--- config.mk ---
export PLATFORM = sky130hd
export DESIGN_NAME = prog_divider
export DESIGN_NICKNAME = d
export VERILOG_FILES = /design/src/rtl/divn_pkg.sv /design/src/rtl/divn_ctrl.sv /design/src/rtl/divn_datapath.sv /design/src/rtl/prog_divider.sv
export SDC_FILE = /design/constraint.sdc
export NUM_CORES = 1
export LEC_CHECK = 0
export BUFFER_PORTS_ARGS = -buffer_cell sky130_fd_sc_hd__buf_2
export CAP_MARGIN = 20
export CORE_MARGIN = 8
export CORE_UTILIZATION = 45
export CTS_BUF_LIST = sky130_fd_sc_hd__clkbuf_16
export CTS_CLUSTER_DIAMETER = 150
export DETAILED_ROUTE_END_ITERATION = 10
export GPL_ROUTABILITY_DRIVEN = 1
export PLACE_DENSITY = 0.65
export SYNTH_ARGS = -nofsm -noshare
export SYNTH_HDL_FRONTEND = slang
export SYNTH_SLANG_ARGS = --single-unit
--- constraint.sdc ---
create_clock -name clk -period 4.4 [get_ports clk]
set_input_delay 0.44 -clock clk [delete_from_list [all_inputs] [get_ports clk]]
set_output_delay 0.44 -clock clk [all_outputs]
set_load 0.03 [all_outputs]
--- src/rtl/divn_pkg.sv ---
package divn_pkg;
  localparam int DIGIT_W = 4;
  localparam int TOP_W   = DIGIT_W - 1;
  localparam logic [DIGIT_W-1:0] DEC_MAX = 4'd9;

  localparam logic [2:0] CODE_R2    = 3'b111;
  localparam logic [2:0] CODE_R4    = 3'b011;
  localparam logic [2:0] CODE_R5    = 3'b101;
  localparam logic [2:0] CODE_R8    = 3'b001;
  localparam logic [2:0] CODE_R10   = 3'b110;
  localparam logic [2:0] CODE_FIXED = 3'b000;

  typedef enum logic [2:0] {RAD2, RAD4, RAD5, RAD8, RAD10} radix_e;

  typedef struct packed {
    logic   load;
    logic   step;
    logic   fixed;
    radix_e radix;
  } strobe_t;

  function automatic logic [DIGIT_W-1:0] radixMax(radix_e r);
    case (r)
      RAD2:    return 4'd1;
      RAD4:    return 4'd3;
      RAD5:    return 4'd4;
      RAD8:    return 4'd7;
      default: return 4'd9;
    endcase
  endfunction
endpackage

--- src/rtl/divn_ctrl.sv ---
module divn_ctrl
  import divn_pkg::*;
#(
  parameter logic [2:0] C_R2    = CODE_R2,
  parameter logic [2:0] C_R4    = CODE_R4,
  parameter logic [2:0] C_R5    = CODE_R5,
  parameter logic [2:0] C_R8    = CODE_R8,
  parameter logic [2:0] C_R10   = CODE_R10,
  parameter logic [2:0] C_FIXED = CODE_FIXED
) (
  input  logic       clk,
  input  logic       rst,
  input  logic [2:0] modeSel,
  input  logic       latchEn,
  input  logic       termOne,
  input  logic       termZero,
  output strobe_t    strobe,
  output logic       divOut
);
  logic   loadPending;
  logic   isMaster;
  logic   isFixed;
  logic   countEnd;
  logic   pulseEvt;
  radix_e radix;

  // Mode decode; every code outside the table means master preset.
  always_comb begin
    radix    = RAD10;
    isFixed  = 1'b0;
    isMaster = 1'b0;
    if      (modeSel == C_R2)    radix   = RAD2;
    else if (modeSel == C_R4)    radix   = RAD4;
    else if (modeSel == C_R5)    radix   = RAD5;
    else if (modeSel == C_R8)    radix   = RAD8;
    else if (modeSel == C_R10)   radix   = RAD10;
    else if (modeSel == C_FIXED) isFixed = 1'b1;
    else                         isMaster = 1'b1;
  end

  // Fixed mode wraps through zero; the other modes reload at count 1 (or 0).
  assign countEnd = isFixed ? termOne : (termOne | termZero);
  assign pulseEvt = ~loadPending & ~isMaster & countEnd;

  always_comb begin
    strobe.load  = loadPending | isMaster | (countEnd & ~isFixed);
    strobe.step  = ~strobe.load;
    strobe.fixed = isFixed;
    strobe.radix = radix;
  end

  always_ff @(posedge clk) begin
    if (rst) begin
      loadPending <= 1'b1;
      divOut      <= 1'b0;
    end else begin
      loadPending <= 1'b0;
      divOut      <= pulseEvt | (latchEn & divOut & ~isMaster);
    end
  end

  logic masterCode;
  assign masterCode = (modeSel != C_R2) && (modeSel != C_R4) && (modeSel != C_R5) &&
                      (modeSel != C_R8) && (modeSel != C_R10) && (modeSel != C_FIXED);


  reset_low_chk: assert property (@(posedge clk) rst |=> !divOut);

  master_low_chk: assert property (@(posedge clk) disable iff (rst) masterCode |=> !divOut);

  latch_hold_chk: assert property (@(posedge clk) disable iff (rst)
    (divOut && latchEn && !masterCode) |=> divOut);

  load_after_reset_chk: assert property (@(posedge clk) rst |=> strobe.load);
endmodule

--- src/rtl/divn_datapath.sv ---
module divn_datapath
  import divn_pkg::*;
#(
  parameter int DECADES = 3,
  localparam int JAM_W  = DIGIT_W * (DECADES + 1)
) (
  input  logic             clk,
  input  logic             rst,
  input  logic [JAM_W-1:0] jam,
  input  strobe_t          strobe,
  output logic             termOne,
  output logic             termZero
);
  logic [DIGIT_W-1:0] firstQ, firstPre, firstNext, firstRaw, firstMax;
  logic [TOP_W-1:0]   topQ, topPre, topNext;
  logic [DIGIT_W-1:0] decQ [DECADES];
  logic [DECADES+1:0] borrow;
  logic               higherZero;

  assign firstMax = radixMax(strobe.radix);

  // Split of the low nibble between first stage and top stage.
  always_comb begin
    case (strobe.radix)
      RAD2:        begin firstRaw = {3'b000, jam[0]};   topPre = jam[3:1];         end
      RAD4:        begin firstRaw = {2'b00, jam[1:0]};  topPre = {1'b0, jam[3:2]}; end
      RAD5, RAD8:  begin firstRaw = {1'b0, jam[2:0]};   topPre = {2'b00, jam[3]};  end
      default:     begin firstRaw = jam[3:0];           topPre = '0;               end
    endcase
    if (strobe.fixed) topPre = '0;
    if (strobe.fixed)              firstPre = '0;
    else if (firstRaw > firstMax)  firstPre = firstMax;
    else                           firstPre = firstRaw;
  end

  assign borrow[0] = strobe.step;
  assign borrow[1] = strobe.step && (firstQ == '0);
  assign firstNext = (firstQ == '0) ? firstMax : firstQ - 1'b1;

  always_ff @(posedge clk) begin
    if (rst)              firstQ <= '0;
    else if (strobe.load) firstQ <= firstPre;
    else if (borrow[0])   firstQ <= firstNext;
  end

  for (genvar i = 0; i < DECADES; i++) begin : g_dec
    logic [DIGIT_W-1:0] rawNib, preNib;
    assign rawNib = jam[DIGIT_W*(i+1) +: DIGIT_W];
    assign preNib = strobe.fixed ? '0 : ((rawNib > DEC_MAX) ? DEC_MAX : rawNib);
    assign borrow[i+2] = borrow[i+1] && (decQ[i] == '0);

    always_ff @(posedge clk) begin
      if (rst)              decQ[i] <= '0;
      else if (strobe.load) decQ[i] <= preNib;
      else if (borrow[i+1]) decQ[i] <= (decQ[i] == '0) ? DEC_MAX : decQ[i] - 1'b1;
    end


    decade_range_chk: assert property (@(posedge clk) disable iff (rst) decQ[i] <= DEC_MAX);
  end

  assign topNext = (strobe.radix == RAD10) ? '0 : topQ - 1'b1;

  always_ff @(posedge clk) begin
    if (rst)                     topQ <= '0;
    else if (strobe.load)        topQ <= topPre;
    else if (borrow[DECADES+1])  topQ <= topNext;
  end

  always_comb begin
    higherZero = (topQ == '0);
    for (int i = 0; i < DECADES; i++)
      if (decQ[i] != '0) higherZero = 1'b0;
  end

  assign termOne  = higherZero && (firstQ == 4'd1);
  assign termZero = higherZero && (firstQ == '0);


  first_range_chk: assert property (@(posedge clk) disable iff (rst)
    $past(strobe.load) && !$past(rst) |-> firstQ <= 4'd9);
endmodule

--- src/rtl/prog_divider.sv ---
module prog_divider
  import divn_pkg::*;
#(
  parameter int DECADES = 3,
  localparam int JAM_W  = DIGIT_W * (DECADES + 1)
) (
  input  logic             clk,
  input  logic             rst,
  input  logic [2:0]       modeSel,
  input  logic [JAM_W-1:0] jam,
  input  logic             latchEn,
  output logic             divOut
);
  strobe_t strobe;
  logic    termOne;
  logic    termZero;

  divn_ctrl u_ctrl (
    .clk(clk), .rst(rst), .modeSel(modeSel), .latchEn(latchEn),
    .termOne(termOne), .termZero(termZero), .strobe(strobe), .divOut(divOut)
  );

  divn_datapath #(.DECADES(DECADES)) u_dp (
    .clk(clk), .rst(rst), .jam(jam), .strobe(strobe),
    .termOne(termOne), .termZero(termZero)
  );
endmodule

==> results of run 1 <==
## sequential cells by signal (all words and copies together), names as in the netlist
name,cells
u_ctrl.divOut,1
u_ctrl.loadPending,1
u_dp.decQ,12
u_dp.firstQ,4
u_dp.topQ,3
## cell families after synthesis
| logic type | after synthesis | share of synthesized area |
|---|---|---|
| simple gates | 64 | 0.2240 |
| compound gates | 59 | 0.2490 |
| buf+inv | 27 | 0.06500 |
| flops | 21 | 0.3383 |
| fa+ha+maj | 9 | 0.07048 |
| xor+xnor | 5 | 0.02741 |
| mux | 4 | 0.02584 |
## layer usage
metal  GRT usage  part of all wire
met1      0.1553              0.44
met4     0.06823             0.023
met5           0                 0
met3     0.01974             0.039
met2      0.2311              0.50
## worst register-to-register path: cells and delay by family, from the launching register on
family	cells	cell delay [ns]
AO/OA/AOI/OAI	2	1.00
adder cells (fa/ha/maj)	2	0.39
flip-flops	1	0.34
AND/OR/NAND/NOR	3	0.31
buffers and inverters	1	0.05
## power breakdown
group	internal, µW	switching, µW
Clock	121	66.9
Combinational	91.0	113
Sequential	236	35.5
## per-stage QoR
| stage | util | hold slack (ns) |
|---|---|---|
| after floorplan | - | 0.4677 |
| after global placement | 0.5175 | 0.4962 |
| after detailed placement | 0.5175 | 0.4997 |
| after CTS | 0.5409 | 0.4107 |
| after global routing | 0.5409 | 0.4195 |
| final | 0.5409 | 0.4161 |
## layout make-up
class	count	area [µm²]
multi-input combinational	141	953.4
clock buffer	3	75.07
sequential	21	540.5
timing repair buffer	23	117.6
clock inverter	1	3.754
fill	345	1544
inverter	19	71.32
tap	46	57.56
## worst max path at each step
stage                  from               to  slack, ns  cells after the start
2_1_floorplan    modeSel[0]   u_dp.firstQ[3]       2.13                      9
3_3_place_gp     modeSel[0]   u_dp.firstQ[2]       1.91                      9
3_5_place_dp     modeSel[0]   u_dp.firstQ[0]       1.88                      9
4_1_cts        u_dp.topQ[0]  u_dp.decQ[1][3]       1.94                      8
5_1_grt        u_dp.topQ[0]  u_dp.decQ[0][1]       1.80                      8
6_report       u_dp.topQ[0]  u_dp.decQ[1][3]       2.02                      8
## layout by cell type (no fill, tap or decap), drive strengths merged, types with 4 or more instances in the layout
master,n
a21oi,23
a31oi,4
buf,23
dfxtp,9
edfxtp,12
ha,9
inv,20
nand2,10
nand3,6
nor2,18
nor3,9
nor3b,5
o22ai,9
o32ai,7
xnor2,5
==> results.md, run 1 <==
- The level count of the clock H-tree is 1.
- Detailed routing inserted a total of 1466 vias.
- The die covers 0.005713 mm².
- The worst register-to-register path has a depth of 8.
- The number of buffers and inverters on the critical path is 1.
- The sink count of the clock tree is 21.
- The endpoint class of the critical path is a flip-flop.
- The effective utilization at floorplan is 0.4751.
- The number of global-route vias before repair is 1378.
- The vertical extent of the die is 75.59 µm.
- The distinct cell type count of the synthesized netlist is 41.
- The start-to-end type of the worst setup path is flip-flop to flip-flop.
- The final design instance area without fill is 0.001819 mm².
- The count of nets left with antenna violations once routing finished came out at 0.
- The core region is 0.003363 mm².
- The number of nets in the synthesized netlist is 220.
- For this run, the post-layout net count is 240.
- Relative to the synthesized area, the layout overhead comes to 13.86%.
- A synthesized cell averages 8.454 µm².
- The worst hold path stage count is 1.
- In this run, the number of DRC markers left after iteration 0 of detailed routing was 60.
- In this run, post-CTS hold repair placed 0 buffers.
- The synthesized flop and latch total is 21.
- Subtracting the final worst setup slack from the clock period gives 2.382 ns.
- In this run the worst hold path is classified as input pin to flip-flop.
- Counting instances in the post-synthesis netlist gives the leading cell types as sky130_fd_sc_hd__a21oi_1 (22), sky130_fd_sc_hd__inv_1 (19), sky130_fd_sc_hd__nor2_1 (18).
- The portion of synthesized cell area occupied by the leading cell type is 0.2255.
- The number of design rule violations left after detail routing is 0.
- The clock slew seen by the registers of the worst setup and hold paths is 0.05 ns.
- Summed over all cells, the static leakage comes to 0.0007127 µW.
- The number of warnings issued by yosys is 0.
- Dividing the final minimum period by the clock period gives 0.5413.
- The wire length of the first global-routing pass is 5.934 mm.
- The count of pins over their slew limit is 0.
- Setup repair after global routing left no endpoint under its margin.
- For the worst-skew pair, the clock arrives at the later sink with an insertion delay of 0.25 ns.
- The maximum ir drop on the vdd rail is 0.1520 mV.
- sky130_fd_sc_hd__a21oi_1 is the most common cell in the netlist.
- In this design, the largest share of critical-path delay is due to compound AO/OA/AOI/OAI gates.
- The final non-filler cell total is 254.
- In this run the most critical hold path is launched from rst.
- In this run the core area contains 21 standard-cell rows.
- The async set-reset flop share out of synthesis is 0.
- Entering global routing, the biggest net connects 20 pins.
- For this run, the top clock speed supported by timing is 419.9 MHz.
- The number of setup violations in the final report is 0.
- The number of buffer cells added on primary ports is 22.
- Walking the worst path, the cells encountered are inv_1 -> ha_1 -> ha_1 -> nor3b_1 -> nand4_1 -> nor2_1 -> o31ai_2 -> o22ai_1.
- The library cell contributing the largest single delay on the critical path is sky130_fd_sc_hd__o31ai_2.
- Total power for the finished layout comes to 663.6 µW.
- The global placement routability congestion is 0.8058.
- The path with the worst hold slack has its endpoint at u_ctrl.loadPending.
- The mean routed wirelength per cell is 14.28 µm.
- The delay of the slowest cell on the worst path is 0.83 ns.
- At the pin with the least slew margin, the transition time is 1.035 ns.
- The overall routing resource usage is 0.1334.
- Synthesis produced a netlist whose cell count is 189.
- After detailed placement, the design holds a cell count of 250.
- The placed instances occupy a cell area of 0.001740 mm².
- The endpoint required time on the critical path is 4.36 ns.
- Of the cells placed in the final design, the portion with a size suffix greater than 1 is 0.1587.
- The worst path arrival time is 2.35 ns.
- The die is 75.59 µm wide.
- The final number of hold-violating endpoints was 0.
- Across the run, the number of max-cap violations was 0.
- The number of clock buffers added by TritonCTS is 3.
- The final sum of negative setup slack is 0 ns.
- The startpoint identified for the worst register-to-register timing path is u_dp.topQ[0].
- The number of enable flip-flop cells after synthesis is 12.
- The most used flip-flop cell after synthesis is sky130_fd_sc_hd__edfxtp_1.
- The number of post-CTS setup repair buffers is 0.
- The destination of the worst register-to-register timing path is u_dp.decQ[1][3].
- The run finished with clean final reports.
- The number of cells upsized or downsized after cts is 0.
- Ranked by total cell area, the synthesized netlist is headed by sky130_fd_sc_hd__edfxtp_1 (23%), sky130_fd_sc_hd__dfxtp_1 (11%), sky130_fd_sc_hd__ha_1 (7.0%), sky130_fd_sc_hd__a21oi_1 (6.9%), sky130_fd_sc_hd__inv_1 (4.5%).
- Setup slack on the worst reg-to-reg path comes out at 2.02 ns.
- Detailed placement ended at an HPWL of 2.785 mm.
- The clock arrives with 0.002219 ns of skew.
- Summed over all layers, the global routing overflow is 0.
- CTS placed an instance of sky130_fd_sc_hd__clkbuf_16 at the clock tree root.
- The most frequent cell on the critical path is sky130_fd_sc_hd__ha_1.
- OpenSTA, run right after detailed placement, puts the worst setup slack at 1.877 ns.
- The number of antenna violations at the first check in global routing is 0.
- STA classifies the critical path startpoint as a flip-flop.
- Once routing completed, OpenROAD measured the worst setup slack at 2.018 ns.
- The largest fanout on the critical path is 15.
- In this run the tightest slew margin relative to its limit is 0.3058.
- Dividing the detail-routed via count by the number of cells gives 5.772.
- The largest area contributor in the synthesized netlist is sky130_fd_sc_hd__edfxtp_1.
- For this run, the register share of the synthesized area comes to 0.3383.
- Power spread over the standard cell area amounts to 364.8 mW/mm².
- The final wirelength is 3.626 mm.
- The clock tree from TritonCTS is yes.
- For this design the top-level I/O count stands at 23.
- The largest buffer count on any clock path is 2.
- 0 antenna diodes ended up in the layout.
- For this run, the detailed router's first-pass iteration total came to 4.
- The cell area that synthesis handed to floorplanning was 0.001598 mm².
No activity file was read; power rests on OpenSTA's default activity.
==> run 2, diff against run 1 <==
==> constraint.sdc (replaced) <==
create_clock -name clk -period 2.4 [get_ports clk]
set_input_delay 0.24 -clock clk [delete_from_list [all_inputs] [get_ports clk]]
set_output_delay 0.24 -clock clk [all_outputs]
set_load 0.03 [all_outputs]
==> results.md, run 2 (synthesis gave the netlist of run 1 again) <==
- Result of the run: completed (unchanged).
- The family with the most delay on the worst path is simple AND/OR/NAND/NOR gates (was compound AO/OA/AOI/OAI gates).
- The iteration-0 DRC count of the detailed router is 52 (was 60).
- The number of fill cells in the layout is 346 (was 345).
- The final antenna diode count was 0 (unchanged).
- The pin count of the biggest net entering global routing is 13 (was 20).
- The class of the most critical hold timing path was input pin to flip-flop (unchanged).
- The number of setup violations in the final report is 0 (unchanged).
- The met1 global-route usage is 0.1638 (was 0.1553).
- The I/O pin count is 23 (unchanged).
- The endpoint required time on the critical path was 2.49 ns (was 4.36 ns).
- The fraction of layout instances using a drive strength above 1 is 0.1706 (was 0.1587).
- The overall via count from detail_route is 1458 (was 1466).
- The final number of hold-violating endpoints came to 0 (unchanged).
- The leakage dissipation is 0.0007266 µW (was 0.0007127 µW).
- The maximum ir drop on the vdd rail is 0.2456 mV (was 0.1520 mV).
- The number of buffer cells added on primary ports is 22 (unchanged).
- The most frequent cell on the critical path is sky130_fd_sc_hd__ha_1 (unchanged).
- The root buffer selected by CTS is sky130_fd_sc_hd__clkbuf_16 (unchanged).
- The clock tree from TritonCTS is yes (unchanged).
- The register cell area after layout is 540.5 µm² (unchanged).
- The largest fanout on the critical path came to 6 (was 15).
- The reg2reg setup slack is 0.25 ns (was 2.02 ns).
- The launch instance of the worst register-to-register path is u_dp.topQ[0] (unchanged).
- The met3 global-route usage is 0.01842 (was 0.01974).
- The clock latency of the later-clocked register in the worst-skew pair came to 0.25 ns (about the same).
- The final standard cell utilization of the core was 0.5476 (was 0.5409).
- The number of nets in the finished design came to 243 (was 240).
- The area inside the core boundary is 0.003363 mm² (unchanged).
- The minimum clock period is 2.150 ns (was 2.382 ns).
- The worst setup skew after layout is 0.003090 ns (was 0.002219 ns).
- The number of cell rows is 21 (unchanged).
- The largest buffer count on any clock path is 2 (unchanged).
- Largest registers: u_dp.decQ (12), u_dp.firstQ (4), u_dp.topQ (3) (unchanged).
- The achievable clock frequency is 465.2 MHz (was 419.9 MHz).
- Unrepaired setup endpoints after global routing: no (unchanged).
- The die outline width came to 75.59 µm (unchanged).
- The number of global-route vias before repair was 1507 (was 1378).
- The delay of the slowest cell on the worst path is 0.37 ns (was 0.83 ns).
- The wire length of the first global-routing pass is 6.451 mm (was 5.934 mm).
- The net switching component of the power is 398.3 µW (was 215.3 µW).
- The met2 track demand over resource is 0.2570 (was 0.2311).
- The actual slew at the worst max-slew pin is 0.4340 ns (was 1.035 ns).
- The startpoint class of the critical path is a flip-flop (unchanged).
- The library cell contributing the largest single delay on the critical path is sky130_fd_sc_hd__a211oi_2 (was sky130_fd_sc_hd__o31ai_2).
- The worst hold path stage count is 1 (unchanged).
- The sequential fraction of design power was 0.406 (was 0.410).
- The number of maximum-capacitance constraint violations is 0 (unchanged).
- The total die area is 0.005713 mm² (unchanged).
- The internal portion of total power is 826.7 µW (was 448.3 µW).
- The clock network power share is 0.283 (about the same).
- The depth of the worst register-to-register path came to 8 (unchanged).
- The total power density per cell area is 665.1 mW/mm² (was 364.8 mW/mm²).
- The clock slew seen by the registers of the worst setup and hold paths was 0.06 ns (was 0.05 ns).
- The register containing the most flip-flops in the final layout was u_dp.decQ (unchanged).
- The number of antenna violations at the first check in global routing is 0 (unchanged).
- The level count of the clock H-tree is 1 (unchanged).
- The final HPWL from detailed placement is 2.985 mm (was 2.785 mm).
- The start point of the worst hold path is rst (unchanged).
- The start-to-end type of the worst setup path is flip-flop to flip-flop (unchanged).
- The worst path arrival time came to 2.24 ns (was 2.35 ns).
- The layer with the highest usage after global routing is met2 (unchanged).
- The vertical extent of the die is 75.59 µm (unchanged).
- The worst hold slack is 0.2107 ns (was 0.4161 ns).
- The endpoint with the worst hold slack is u_ctrl.loadPending (unchanged).
- The worst slew slack as a fraction of its limit is 0.7080 (was 0.3058).
- The area growth from synthesis to layout came to 15.27% (was 13.86%).
- The final sum of negative setup slack is 0 ns (unchanged).
- CP Cell Sequence: inv_1 -> ha_1 -> ha_1 -> nor4b_1 -> and4_4 -> a211oi_2 -> nand4_1 -> o22ai_1 (was inv_1 -> ha_1 -> ha_1 -> nor3b_1 -> nand4_1 -> nor2_1 -> o31ai_2 -> o22ai_1).
- The endpoint class of the critical path is a flip-flop (unchanged).
- The count of pins over their slew limit is 0 (unchanged).
- The overall routing resource usage is 0.1435 (was 0.1334).
- The mean routed wirelength per cell is 14.58 µm (was 14.28 µm).
- The part of the cycle the worst path needs is 0.8957 (was 0.5413).
- The final wirelength is 3.747 mm (was 3.626 mm).
- The number of buffers inserted by hold repair at cts is 0 (unchanged).
- The routed via count divided by cell count is 5.673 (was 5.772).
- The global placement routability congestion was 0.7943 (was 0.8058).
- The remaining number of nets flagged by the antenna check after routing is 0 (unchanged).
- The part of the total power dissipated in combinational logic is 0.311 (was 0.307).
- Leading cell types in the layout, fill and taps excluded: sky130_fd_sc_hd__a21oi_1 (22), sky130_fd_sc_hd__buf_2 (22), sky130_fd_sc_hd__inv_1 (20) (unchanged).
- The number of cells upsized or downsized after cts is 0 (unchanged).
- The final global-route overflow total was 0 (unchanged).
- The destination of the worst register-to-register timing path is u_dp.decQ[2][0] (was u_dp.decQ[1][3]).
- The count of TritonRoute iterations in the first routing pass was 4 (unchanged).
- The sink count of the clock tree is 21 (unchanged).
- The power consumption is 1225 µW (was 663.6 µW).
- The net switching share of the total power is 0.3252 (was 0.3244).
- The flip-flop count of the largest register after layout is 12 (unchanged).
- The effective utilization at floorplan is 0.4751 (unchanged).
- The number of post-CTS setup repair buffers came to 0 (unchanged).
- The count of buffer and inverter cells on the critical path is 1 (unchanged).
- The area taken by multi-input logic gates came to 953.4 µm² (unchanged).
- The number of design rule violations left after detail routing is 0 (unchanged).
- The TritonCTS buffer count is 3 (unchanged).
## run 2: worst max path at each step
stage	start	endpoint	slack (ns)	cells past startpoint
floorplan	modeSel[0]	u_dp.firstQ[3]	0.33	9
global placement	modeSel[0]	u_dp.firstQ[2]	0.28	9
detailed placement	modeSel[0]	u_dp.firstQ[3]	0.24	9
CTS	u_dp.topQ[0]	u_dp.decQ[2][0]	0.23	8
global route	u_dp.topQ[0]	u_dp.decQ[2][1]	0.10	8
finish	u_dp.topQ[0]	u_dp.decQ[2][0]	0.25	8
## run 2: power by group through the flow
stage	clock [µW]	sequential, µW	combinational [µW]
after floorplan	0	490	291
after global placement	0	499	369
after detailed placement	0	505	380
after CTS	348	498	383
after global routing	368	505	431
final	347	497	381
## run 2: routing by layer
metal	routed length [µm]	part of all wire
met1	1637	0.44
met2	1895	0.51
met3	154	0.041
met4	60	0.016
met5	0	0
## run 2: final cells by class
type / instances / share of cell area
Multi-Input combinational cell: 141 / 0.5177
Sequential cell: 21 / 0.2935
Timing Repair Buffer: 26 / 0.07609
Clock buffer: 3 / 0.04076
Inverter: 19 / 0.03872
Tap cell: 46 / 0.03125
Clock inverter: 1 / 0.002038
## run 2: stage by stage
stage               instances  worst slack, ns  instance area [µm²]
global placement          253           0.2777                 1763
detailed placement        253           0.2397                 1763
finish                    257           0.2504                 1842
floorplan                 189           0.3318                 1598
global route              257           0.1041                 1842
CTS                       257           0.2313                 1842
## run 2: worst reg2reg max path, delay by kind of cell, from the launching register on
family | cells | cell delay (ns)
flops | 1 | 0.35
fa+ha+maj | 2 | 0.40
simple gates | 3 | 0.61
buf+inv | 1 | 0.05
compound gates | 2 | 0.58
